## src/rtl/tbase_pkg.sv

```systemverilog
// Shared widths and word addresses for the dual-compare time base.
// Assumes two references and a 3-bit word address space.
package tbase_pkg;
    localparam int HALF_W = 32;
    localparam int CNT_W  = 2 * HALF_W;
    localparam int N_REF  = 2;
    localparam int ADDR_W = 3;
    localparam int ST_LSB = 8;

    typedef logic [ADDR_W-1:0] addr_t;

    localparam addr_t A_CNT_LO = addr_t'(0);
    localparam addr_t A_CNT_HI = addr_t'(1);
    localparam addr_t A_REF0   = addr_t'(2);
    localparam addr_t A_CTL    = addr_t'(2 + N_REF);
endpackage

```

## src/rtl/tbase_counter.sv

```systemverilog
// 64-bit free-running count, written in two halves.
// Assumes at most one half is written per cycle. The count has no reset on purpose.
module tbase_counter #(
    parameter int HALF_W = 32,
    localparam int CNT_W = 2 * HALF_W
) (
    input  logic              clk,
    input  logic              rst_n,
    input  logic              tick_en,
    input  logic              wr_lo,
    input  logic              wr_hi,
    input  logic [HALF_W-1:0] wdata,
    output logic [CNT_W-1:0]  cnt_q,
    output logic              adv_lo,
    output logic [HALF_W-1:0] step_lo
);
    logic [CNT_W-1:0] inc;

    // Incremented value and the low-half advance qualifier.
    always_comb begin
        inc     = cnt_q + CNT_W'(1);
        adv_lo  = tick_en && !wr_lo;
        step_lo = inc[HALF_W-1:0];
    end

    // Count update: half writes win over the increment; reset is not used.
    always_ff @(posedge clk) begin
        if (wr_lo) begin
            cnt_q[HALF_W-1:0] <= wdata;
        end else if (wr_hi) begin
            cnt_q[CNT_W-1:HALF_W] <= wdata;
            if (tick_en) cnt_q[HALF_W-1:0] <= inc[HALF_W-1:0];
        end else if (tick_en) begin
            cnt_q <= inc;
        end
    end

    AST_CNT_ADVANCE: assert property (@(posedge clk) disable iff (!rst_n)
        (tick_en && !wr_lo && !wr_hi) |=> (cnt_q == $past(cnt_q) + CNT_W'(1)));
    AST_CNT_HOLD: assert property (@(posedge clk) disable iff (!rst_n)
        (!tick_en && !wr_lo && !wr_hi) |=> $stable(cnt_q));
    AST_WR_LO_ONLY: assert property (@(posedge clk) disable iff (!rst_n)
        wr_lo |=> (cnt_q[HALF_W-1:0] == $past(wdata)) &&
                  (cnt_q[CNT_W-1:HALF_W] == $past(cnt_q[CNT_W-1:HALF_W])));
    AST_WR_HI_ONLY: assert property (@(posedge clk) disable iff (!rst_n)
        (wr_hi && !wr_lo) |=> (cnt_q[CNT_W-1:HALF_W] == $past(wdata)));
endmodule

```

## src/rtl/tbase_match.sv

```systemverilog
// Reference registers and equality detectors, one of each per reference.
// Assumes a hit is wanted only when the low half advances into the reference.
module tbase_match #(
    parameter int HALF_W = 32,
    parameter int N_REF  = 2
) (
    input  logic                    clk,
    input  logic                    rst_n,
    input  logic [N_REF-1:0]        wr_ref,
    input  logic [HALF_W-1:0]       wdata,
    input  logic                    adv_lo,
    input  logic [HALF_W-1:0]       step_lo,
    output logic [N_REF*HALF_W-1:0] ref_q,
    output logic [N_REF-1:0]        hit
);
    for (genvar k = 0; k < N_REF; k++) begin : g_ref
        logic [HALF_W-1:0] ref_r;

        // Reference storage, cleared by reset, loaded by its own write.
        always_ff @(posedge clk) begin
            if (!rst_n)         ref_r <= '0;
            else if (wr_ref[k]) ref_r <= wdata;
        end

        // Match on the value the low half is about to take.
        always_comb begin
            hit[k] = adv_lo && (step_lo == ref_r);
        end

        assign ref_q[k*HALF_W +: HALF_W] = ref_r;
    end
endmodule

```

## src/rtl/tbase_csr.sv

```systemverilog
// Per-reference enable and sticky status flags, and the level interrupt.
// Assumes a match on the same edge as a clear leaves the flag set.
module tbase_csr #(
    parameter int N_REF = 2
) (
    input  logic             clk,
    input  logic             rst_n,
    input  logic             wr_ctl,
    input  logic [N_REF-1:0] en_wdata,
    input  logic [N_REF-1:0] clr_wdata,
    input  logic [N_REF-1:0] hit,
    output logic [N_REF-1:0] en_q,
    output logic [N_REF-1:0] st_q,
    output logic             irq
);
    // Enable bits are loaded as a whole on a control write.
    always_ff @(posedge clk) begin
        if (!rst_n)      en_q <= '0;
        else if (wr_ctl) en_q <= en_wdata;
    end

    for (genvar k = 0; k < N_REF; k++) begin : g_st
        // Sticky flag: set by a hit, cleared by writing one.
        always_ff @(posedge clk) begin
            if (!rst_n) st_q[k] <= 1'b0;
            else        st_q[k] <= hit[k] | (st_q[k] & ~(wr_ctl & clr_wdata[k]));
        end

        AST_HIT_SETS_FLAG: assert property (@(posedge clk) disable iff (!rst_n)
            hit[k] |=> st_q[k]);
        AST_FLAG_STICKY: assert property (@(posedge clk) disable iff (!rst_n)
            (st_q[k] && !(wr_ctl && clr_wdata[k])) |=> st_q[k]);
        AST_NO_SPURIOUS_SET: assert property (@(posedge clk) disable iff (!rst_n)
            (!st_q[k] && !hit[k]) |=> !st_q[k]);
    end

    // Level interrupt from any enabled flag.
    always_comb begin
        irq = |(st_q & en_q);
    end
endmodule

```

## src/rtl/tbase64_dual_cmp.sv

```systemverilog
// Top of the dual-compare time base: address decode, read mux and submodules.
// Assumes one bus write per cycle and reads with no delay.
module tbase64_dual_cmp
    import tbase_pkg::*;
(
    input  logic              clk,
    input  logic              rst_n,
    input  logic              tick_en,
    input  logic              bus_wr,
    input  logic [ADDR_W-1:0] bus_addr,
    input  logic [HALF_W-1:0] bus_wdata,
    output logic [HALF_W-1:0] bus_rdata,
    output logic              irq
);
    logic                    wr_lo, wr_hi, wr_ctl, adv_lo;
    logic [N_REF-1:0]        wr_ref, hit, en_q, st_q;
    logic [CNT_W-1:0]        cnt_q;
    logic [HALF_W-1:0]       step_lo;
    logic [N_REF*HALF_W-1:0] ref_q;

    // Write strobes per register.
    always_comb begin
        wr_lo  = bus_wr && (bus_addr == A_CNT_LO);
        wr_hi  = bus_wr && (bus_addr == A_CNT_HI);
        wr_ctl = bus_wr && (bus_addr == A_CTL);
    end

    for (genvar k = 0; k < N_REF; k++) begin : g_dec
        assign wr_ref[k] = bus_wr && (bus_addr == ADDR_W'(A_REF0 + k));
    end

    tbase_counter #(.HALF_W(HALF_W)) u_cnt (
        .clk(clk), .rst_n(rst_n), .tick_en(tick_en), .wr_lo(wr_lo), .wr_hi(wr_hi),
        .wdata(bus_wdata), .cnt_q(cnt_q), .adv_lo(adv_lo), .step_lo(step_lo)
    );

    tbase_match #(.HALF_W(HALF_W), .N_REF(N_REF)) u_match (
        .clk(clk), .rst_n(rst_n), .wr_ref(wr_ref), .wdata(bus_wdata),
        .adv_lo(adv_lo), .step_lo(step_lo), .ref_q(ref_q), .hit(hit)
    );

    tbase_csr #(.N_REF(N_REF)) u_csr (
        .clk(clk), .rst_n(rst_n), .wr_ctl(wr_ctl),
        .en_wdata(bus_wdata[N_REF-1:0]), .clr_wdata(bus_wdata[ST_LSB +: N_REF]),
        .hit(hit), .en_q(en_q), .st_q(st_q), .irq(irq)
    );

    // Read mux over the word map.
    always_comb begin
        bus_rdata = '0;
        if (bus_addr == A_CNT_LO) bus_rdata = cnt_q[HALF_W-1:0];
        if (bus_addr == A_CNT_HI) bus_rdata = cnt_q[CNT_W-1:HALF_W];
        for (int k = 0; k < N_REF; k++) begin
            if (bus_addr == ADDR_W'(A_REF0 + k)) bus_rdata = ref_q[k*HALF_W +: HALF_W];
        end
        if (bus_addr == A_CTL) begin
            bus_rdata[N_REF-1:0]       = en_q;
            bus_rdata[ST_LSB +: N_REF] = st_q;
        end
    end

    for (genvar k = 0; k < N_REF; k++) begin : g_chk
        AST_HIT_EQUALS_REF: assert property (@(posedge clk) disable iff (!rst_n)
            hit[k] |=> (cnt_q[HALF_W-1:0] == $past(ref_q[k*HALF_W +: HALF_W])));
    end
    AST_IRQ_NEEDS_FLAG: assert property (@(posedge clk) disable iff (!rst_n)
        irq |-> (st_q != '0) && (en_q != '0));
endmodule

```

## config.mk

```make
export PLATFORM = sky130hd
export DESIGN_NAME = tbase64_dual_cmp
export DESIGN_NICKNAME = d
export VERILOG_FILES = /design/src/rtl/tbase_pkg.sv /design/src/rtl/tbase_counter.sv /design/src/rtl/tbase_match.sv /design/src/rtl/tbase_csr.sv /design/src/rtl/tbase64_dual_cmp.sv
export SDC_FILE = /design/constraint.sdc
export NUM_CORES = 1
export LEC_CHECK = 0
export BUFFER_PORTS_ARGS = -buffer_cell sky130_fd_sc_hd__buf_4
export CORE_ASPECT_RATIO = 0.9
export CORE_MARGIN = 3
export CORE_UTILIZATION = 55
export CTS_CLUSTER_SIZE = 30
export DETAILED_ROUTE_END_ITERATION = 7
export HOLD_SLACK_MARGIN = 0.1
export PLACE_DENSITY = 0.81
export SYNTH_ARGS = -nofsm -noshare
export SYNTH_HDL_FRONTEND = slang
export SYNTH_SLANG_ARGS = --single-unit
```

## constraint.sdc

```tcl
create_clock -name clk -period 2.67 [get_ports clk]
set_input_delay 0.4005 -clock clk [delete_from_list [all_inputs] [get_ports clk]]
set_output_delay 0.4005 -clock clk [all_outputs]
set_load 0.05 [all_outputs]
```

Word level (Yosys, flattened, before mapping)
Cells that the tools add are included.

Reductions and logical operators: 14. Multiplexer cells: 10. Bitwise gates (word level): 10. Add/sub/neg operators: 1. Equal/unequal tests: 6.

Operators by type and width (number): 32-bit two-way mux (6); 64-bit two-way mux (2); 64-bit by 1-bit adder with 64-bit output (second input constant) (1); 32-bit equality test (2); 1-bit logical AND (8); 3-bit by 2-bit equality test with 1-bit output (second input constant) (2); 1-bit bitwise AND (4); 2-bit two-way mux (2); 2-bit nonzero test (2); 3-bit by 1-bit equality test with 1-bit output (second input constant) (1); 3-bit equality test (second input constant) (1); 3-bit zero test (1); 1-bit NOT (3); 2-bit bitwise AND (1); 1-bit bitwise OR (2); 2-bit AND reduction (1); 2-bit OR reduction (1); 1-bit zero test (1).

Logic and storage cells: 48. Input bits: 39. Flip-flop bits (word level): 132.

Logic depth before layout (Yosys ltp)
Word-level depth: 6. Mapped depth: 10. Depth with buffers taken out: 8.

Modules after synthesis
From an unflattened synthesis, not the netlist that was laid out.

Cells, all modules: 822. Area total of the unflattened synthesis: 8573.2 um^2.

By module, submodules not included: tbase_counter (cells an instance 419, seq. area each 1921.8 um^2, times used 1, area an instance 4244.1 um^2); tbase_match (cells an instance 295, seq. area each 1281.2 um^2, times used 1, area an instance 3114.2 um^2); tbase64_dual_cmp (cells an instance 93, seq. area each 0.0 um^2, times used 1, area an instance 1063.5 um^2); tbase_csr (cells an instance 15, seq. area each 80.1 um^2, times used 1, area an instance 151.4 um^2).

Worst setup path after synthesis
Ideal clock, no wire load.

Path kind: input -> output. Start: in bus_addr[1]. End: out bus_rdata[0]. Cell stages on the path: 5. Required time: 2270 ps. Buffers on the path: 2. Arrival: 2371 ps. Slack: -102 ps. Cells stage by stage: clkbuf_1 -> clkbuf_1 -> mux4_2 -> inv_1 -> o21ai_0.

Cells in the longest elaborated chain, start to end: 6. Elaborated cells between the ends (all ways): 10. Those cells by class: 4 x eq/ne; 5 x mux; 1 x reduce/logical.

Ends and longest elaborated chain: start: declaration (RTL line tbase64_dual_cmp.sv:10) `input logic [ADDR_W-1:0] bus_addr,`; 3-bit zero test (RTL line tbase64_dual_cmp.sv:51) `if (bus_addr == A_CNT_LO) bus_rdata = cnt_q[HALF_W-1:0];`; 32-bit two-way mux (RTL line tbase64_dual_cmp.sv:51); 32-bit two-way mux (RTL line tbase64_dual_cmp.sv:52) `if (bus_addr == A_CNT_HI) bus_rdata = cnt_q[CNT_W-1:HALF_W];`; 32-bit two-way mux (2 in series) (RTL line tbase64_dual_cmp.sv:54) `if (bus_addr == ADDR_W'(A_REF0 + k)) bus_rdata = ref_q[k*HALF_W +: HALF_W];`; 2-bit two-way mux * (RTL line tbase64_dual_cmp.sv:56) `if (bus_addr == A_CTL) begin`; end: declaration (RTL line tbase64_dual_cmp.sv:12) `output logic [HALF_W-1:0] bus_rdata,`.

Mark *: on every way between the ends. The rest lies on a longest branch, timed or not.

Worst setup path after layout
Start: reg u_cnt.cnt_q[0]. End: reg u_csr.st_q[0].

Cells in the longest elaborated chain, start to end: 4.

Ends and longest elaborated chain: start: declaration (RTL line tbase_counter.sv:13) `output logic [CNT_W-1:0] cnt_q,`; start signal: indexed assignment (RTL line tbase_counter.sv:29) `cnt_q[HALF_W-1:0] <= wdata;`; start signal: indexed assignment (RTL line tbase_counter.sv:31) `cnt_q[CNT_W-1:HALF_W] <= wdata;`; start signal: indexed assignment (RTL line tbase_counter.sv:32) `if (tick_en) cnt_q[HALF_W-1:0] <= inc[HALF_W-1:0];`; 64-bit by 1-bit adder with 64-bit output (RTL line tbase_counter.sv:21) `inc = cnt_q + CNT_W'(1);`; 32-bit equality test (RTL line tbase_match.sv:27) `hit[k] = adv_lo && (step_lo == ref_r);`; 1-bit logical AND (RTL line tbase_match.sv:27); 1-bit bitwise OR (RTL line tbase_csr.sv:26) `else st_q[k] <= hit[k] | (st_q[k] & ~(wr_ctl & clr_wdata[k]));`; end signal: indexed assignment (RTL line tbase_csr.sv:26); end: declaration (RTL line tbase_csr.sv:13) `output logic [N_REF-1:0] st_q,`.

No other way between the ends. A chain may end at the register's enable or synchronous reset.

==> impl_summary.txt <==
----------------------------------------------------
[Run status]
  Outcome ... complete, no violations

[Logic synthesis]
  Number of distinct library cells after synthesis ... 77
  Number of cells produced by synthesis ... 1007
  Sequential fraction of the synthesis area ... 0.358
  Combined area of all synthesized cells ... 0.00918 mm2
  Most repeated cell in the gate-level netlist after synthesis ... sky130_fd_sc_hd__nand2_1
  Leading cell types by total area after synthesis ... sky130_fd_sc_hd__edfxtp_1 (21%), sky130_fd_sc_hd__dfxtp_1 (15%), sky130_fd_sc_hd__nand2_1 (7.9%), sky130_fd_sc_hd__mux4_2 (7.6%), sky130_fd_sc_hd__xnor2_1 (5.8%)
  List of most frequent post-synthesis cells ... sky130_fd_sc_hd__nand2_1 (193), sky130_fd_sc_hd__dfxtp_1 (68), sky130_fd_sc_hd__a21boi_0 (64), sky130_fd_sc_hd__edfxtp_1 (64), sky130_fd_sc_hd__xnor2_1 (61)
  Warnings from Yosys ... 0
  Dominant synthesized flop cell ... sky130_fd_sc_hd__dfxtp_1
  Area share of the largest cell type after synthesis ... 0.209
  Yosys top cell by area ... sky130_fd_sc_hd__edfxtp_1
  Mean cell area of the mapped netlist ... 9.11 um2
  Number of flops mapped to enable cells by yosys ... 64
  Register bit total from synthesis ... 132
  Share of synthesized registers carrying an async set or reset ... 0
  Net count of the mapped netlist ... 1047

[CTS]
  Number of H-tree levels ... 4
  Clock buffer count from CTS ... 17
  Buffer type at the clock tree root ... sky130_fd_sc_hd__clkbuf_16
  Clock tree sinks ... 132
  Insertion delay of the later-clocked pin in the worst-skew pair ... 0.43 ns
  CTS tree ... done
  Post-CTS clock slew at the launch and capture registers of the worst setup and hold paths ... 0.06 ns
  Clock tree buffer depth ... 2

[Critical path]
  Buffers and inverters on the worst path ... 3
  Worst EP arrival ... 3.00 ns
  Worst Path Class, Setup ... reg -> reg
  Cell Chain, Critical Path ... buf_6 -> nand4_1 -> buf_4 -> nor4_1 -> buf_4 -> nor3b_1 -> nor3_1 -> nand4_1 -> or4_4 -> o31ai_2
  Worst Path Required ... 3.01 ns
  Kind of start point of the critical path ... register
  Crit-path slowest cell ... sky130_fd_sc_hd__or4_4
  Crit-path max cell delay ... 0.46 ns
  Critical path endpoint category ... register
  Highest net fanout along the worst path ... 9
  Cell family with the largest share of critical-path delay ... simple AND/OR/NAND/NOR gates

[Global route]
  Global-route wire length before repair ... 46800 um
  GR Overflow Total ... 0
  Antenna violations before repair ... 0
  GRT Resource Usage Total ... 0.334
  Largest net degree at the start of global routing ... 69
  Vias in the first global route ... 8288

[Detailed routing]
  Number of routed nets with antenna violations ... 0
  Number of DRC violations after detailed-routing iteration 0 ... 1237
  Total number of vias ... 8676
  Total wire length after detailed routing ... 30400 um
  # DRC ... 0
  Via count normalized by instance count ... 6.31
  Detailed-routing iteration count for the pre-antenna-repair pass ... 6
  Wire length per cell ... 22.2 um

[Floorplanning]
  Die Width ... 142 um
  Die Outline Area ... 0.0183 mm2
  I/O pin count ... 72
  Effective utilization at floorplan ... 0.565
  Overall die height ... 129 um
  Area inside the core boundary ... 0.0162 mm2
  Std cell rows ... 44

[Placed design]
  Half-perimeter wire length after placement ... 21900 um
  Count of port buffers added during placement ... 71
  Placer Congestion ... 1.00
  Post-Place Worst Slack ... -0.107 ns
  Placed Instances ... 1334

[Timing]
  Count of endpoints failing setup in the final report ... 0
  Setup repair after global routing missed its margin ... true
  Hold Slack ... 0.258 ns
  Tcrit/Tclk final ... 0.997
  Minimum clock period after layout ... 2.66 ns
  Final setup slack of the worst path ... 0.00796 ns
  Slew @ Worst Pin ... 0.735 ns
  Worst max-slew margin expressed relative to the limit ... 0.510
  Highest clock rate ... 376 MHz
  Clock tree skew after final layout ... 0.00845 ns
  Number of max-slew violations in the final report ... 0
  Number of hold-slack violations in the final timing report ... 0

[Layout]
  Fill cell instance count of the final layout ... 1237
  Ant diodes ... 0
  Area Overhead vs Synth ... 25.3%
  Net total in the final layout ... 1194
  Share of final-layout standard cells stronger than drive strength 1 ... 0.293
  Final Non-Filler Cells ... 1374

[Pwr]
  Part of the power in combinational logic ... 0.212
  Worst IR drop on VDD ... 408 uV
  Net Sw Power ... 1.73 mW
  Switching power as a share of total power ... 0.293
  Cell-internal power ... 4.19 mW
  Clock Power Share ... 0.382
  Power share of the sequential group ... 0.405
  Total power divided by cell area ... 516 mW/mm2
  Leak pwr ... 4.28 nW

[Job]
  Total of max-cap violations ... 0

[Worst hold path]
  Path category of the worst min-delay check ... in -> reg

----------------------------------------------------
worst paths after layout:
kind                                     startpoint                                endpoint  cells after the start  slack (ns)
max                        u_cnt.cnt_q[0]$_DFFE_PP_                u_csr.st_q[0]$_SDFF_PN0_                     10       0.008
min                                    bus_wdata[5]  u_match.g_ref[0].ref_r[5]$_SDFFE_PN0P_                      3        0.26
max reg2reg                u_cnt.cnt_q[0]$_DFFE_PP_                u_csr.st_q[0]$_SDFF_PN0_                     10       0.008
min reg2reg  u_match.g_ref[1].ref_r[6]$_SDFFE_PN0P_  u_match.g_ref[1].ref_r[6]$_SDFFE_PN0P_                      2        0.48
metrics by stage:
stage	utilization	setup TNS, ns	cell area (um2)	power [mW]
2_1_floorplan	-	0	9250	3.16
3_3_place_gp	0.659	-0.171	10700	3.60
3_5_place_dp	0.659	-0.229	10700	3.63
4_1_cts	0.698	-0.000657	11300	5.89
5_1_grt	0.708	-0.0702	11500	6.12
6_report	0.708	0	11500	5.93
flip-flops by register name, summed over array words and instances, names as in the netlist:
signal	cells
u_csr.st_q	2
u_cnt.cnt_q	64
u_match.g_ref.ref_r	64
u_csr.en_q	2
power by group through the flow:
stage	Combinational, mW	Sequential [mW]	Clock, mW
3_5_place_dp	1.19	2.43	0
5_1_grt	1.33	2.42	2.37
3_3_place_gp	1.18	2.43	0
2_1_floorplan	0.771	2.39	0
6_report	1.26	2.40	2.26
4_1_cts	1.22	2.40	2.27
worst register-to-register path: cells and delay by family, from the launching register on:
family	cells	cell delay (ns)
AND/OR/NAND/NOR	6	1.46
flip-flops	1	0.41
buffers and inverters	3	0.54
AO/OA/AOI/OAI	1	0.17
routing by layer:
metal / track usage / vias up / share of wire
li1: - / 3916 / -
met1: 0.472 / 4165 / 0.42
met2: 0.514 / 535 / 0.45
met3: 0.0725 / 60 / 0.10
met4: 0.108 / 0 / 0.024
met5: 0 / - / 0
area by class of cell:
| class | count | area, um2 | share of cell area |
|---|---|---|---|
| clock buffers | 25 | 527 | 0.0458 |
| clock inverters | 7 | 41.3 | 0.00359 |
| flip-flops and latches | 132 | 3280 | 0.286 |
| inverters | 18 | 67.6 | 0.00588 |
| multi-input cells | 781 | 5730 | 0.498 |
| well taps | 207 | 259 | 0.0225 |
| repair buffers | 204 | 1590 | 0.138 |
cells by family (layout without fill, tap and decap cells):
| logic type | count (synthesis) | count (layout) | share of synthesized area |
|---|---|---|---|
| fa+ha+maj | 1 | 1 | 0.00136 |
| flops | 132 | 132 | 0.358 |
| compound gates | 191 | 191 | 0.137 |
| simple gates | 441 | 441 | 0.248 |
| xor+xnor | 109 | 109 | 0.125 |
| buf+inv | 94 | 254 | 0.0440 |
| mux | 39 | 39 | 0.0871 |
cells in the final DEF, fill, tap and decap left out, types with 8 or more instances in the layout:
| cell | n |
|---|---|
| sky130_fd_sc_hd__and2_1 | 11 |
| sky130_fd_sc_hd__nand3_1 | 30 |
| sky130_fd_sc_hd__mux4_2 | 31 |
| sky130_fd_sc_hd__a21boi_0 | 64 |
| sky130_fd_sc_hd__nor4_1 | 12 |
| sky130_fd_sc_hd__xnor2_1 | 60 |
| sky130_fd_sc_hd__nor2b_2 | 28 |
| sky130_fd_sc_hd__edfxtp_1 | 64 |
| sky130_fd_sc_hd__xnor3_1 | 13 |
| sky130_fd_sc_hd__buf_4 | 198 |
| sky130_fd_sc_hd__xor2_1 | 34 |
| sky130_fd_sc_hd__nand4_1 | 29 |
| sky130_fd_sc_hd__nor2_1 | 45 |
| sky130_fd_sc_hd__nor3_1 | 17 |
| sky130_fd_sc_hd__inv_1 | 18 |
| sky130_fd_sc_hd__o21ai_0 | 45 |
| sky130_fd_sc_hd__and4_1 | 8 |
| sky130_fd_sc_hd__clkbuf_16 | 18 |
| sky130_fd_sc_hd__nand2_1 | 193 |
| sky130_fd_sc_hd__dfxtp_1 | 68 |
| sky130_fd_sc_hd__and3_1 | 14 |
| sky130_fd_sc_hd__a21oi_1 | 39 |
timing repair:
| action | in CTS | in global routing |
|---|---|---|
| hold buffers | 0 | 0 |
| gates resized for setup | 11 | 22 |
| buffers inserted | 2 | 6 |
| setup endpoints to repair | 5 | 10 |
| pin swaps | 6 | 6 |
Power figures use the tool's default switching activity.
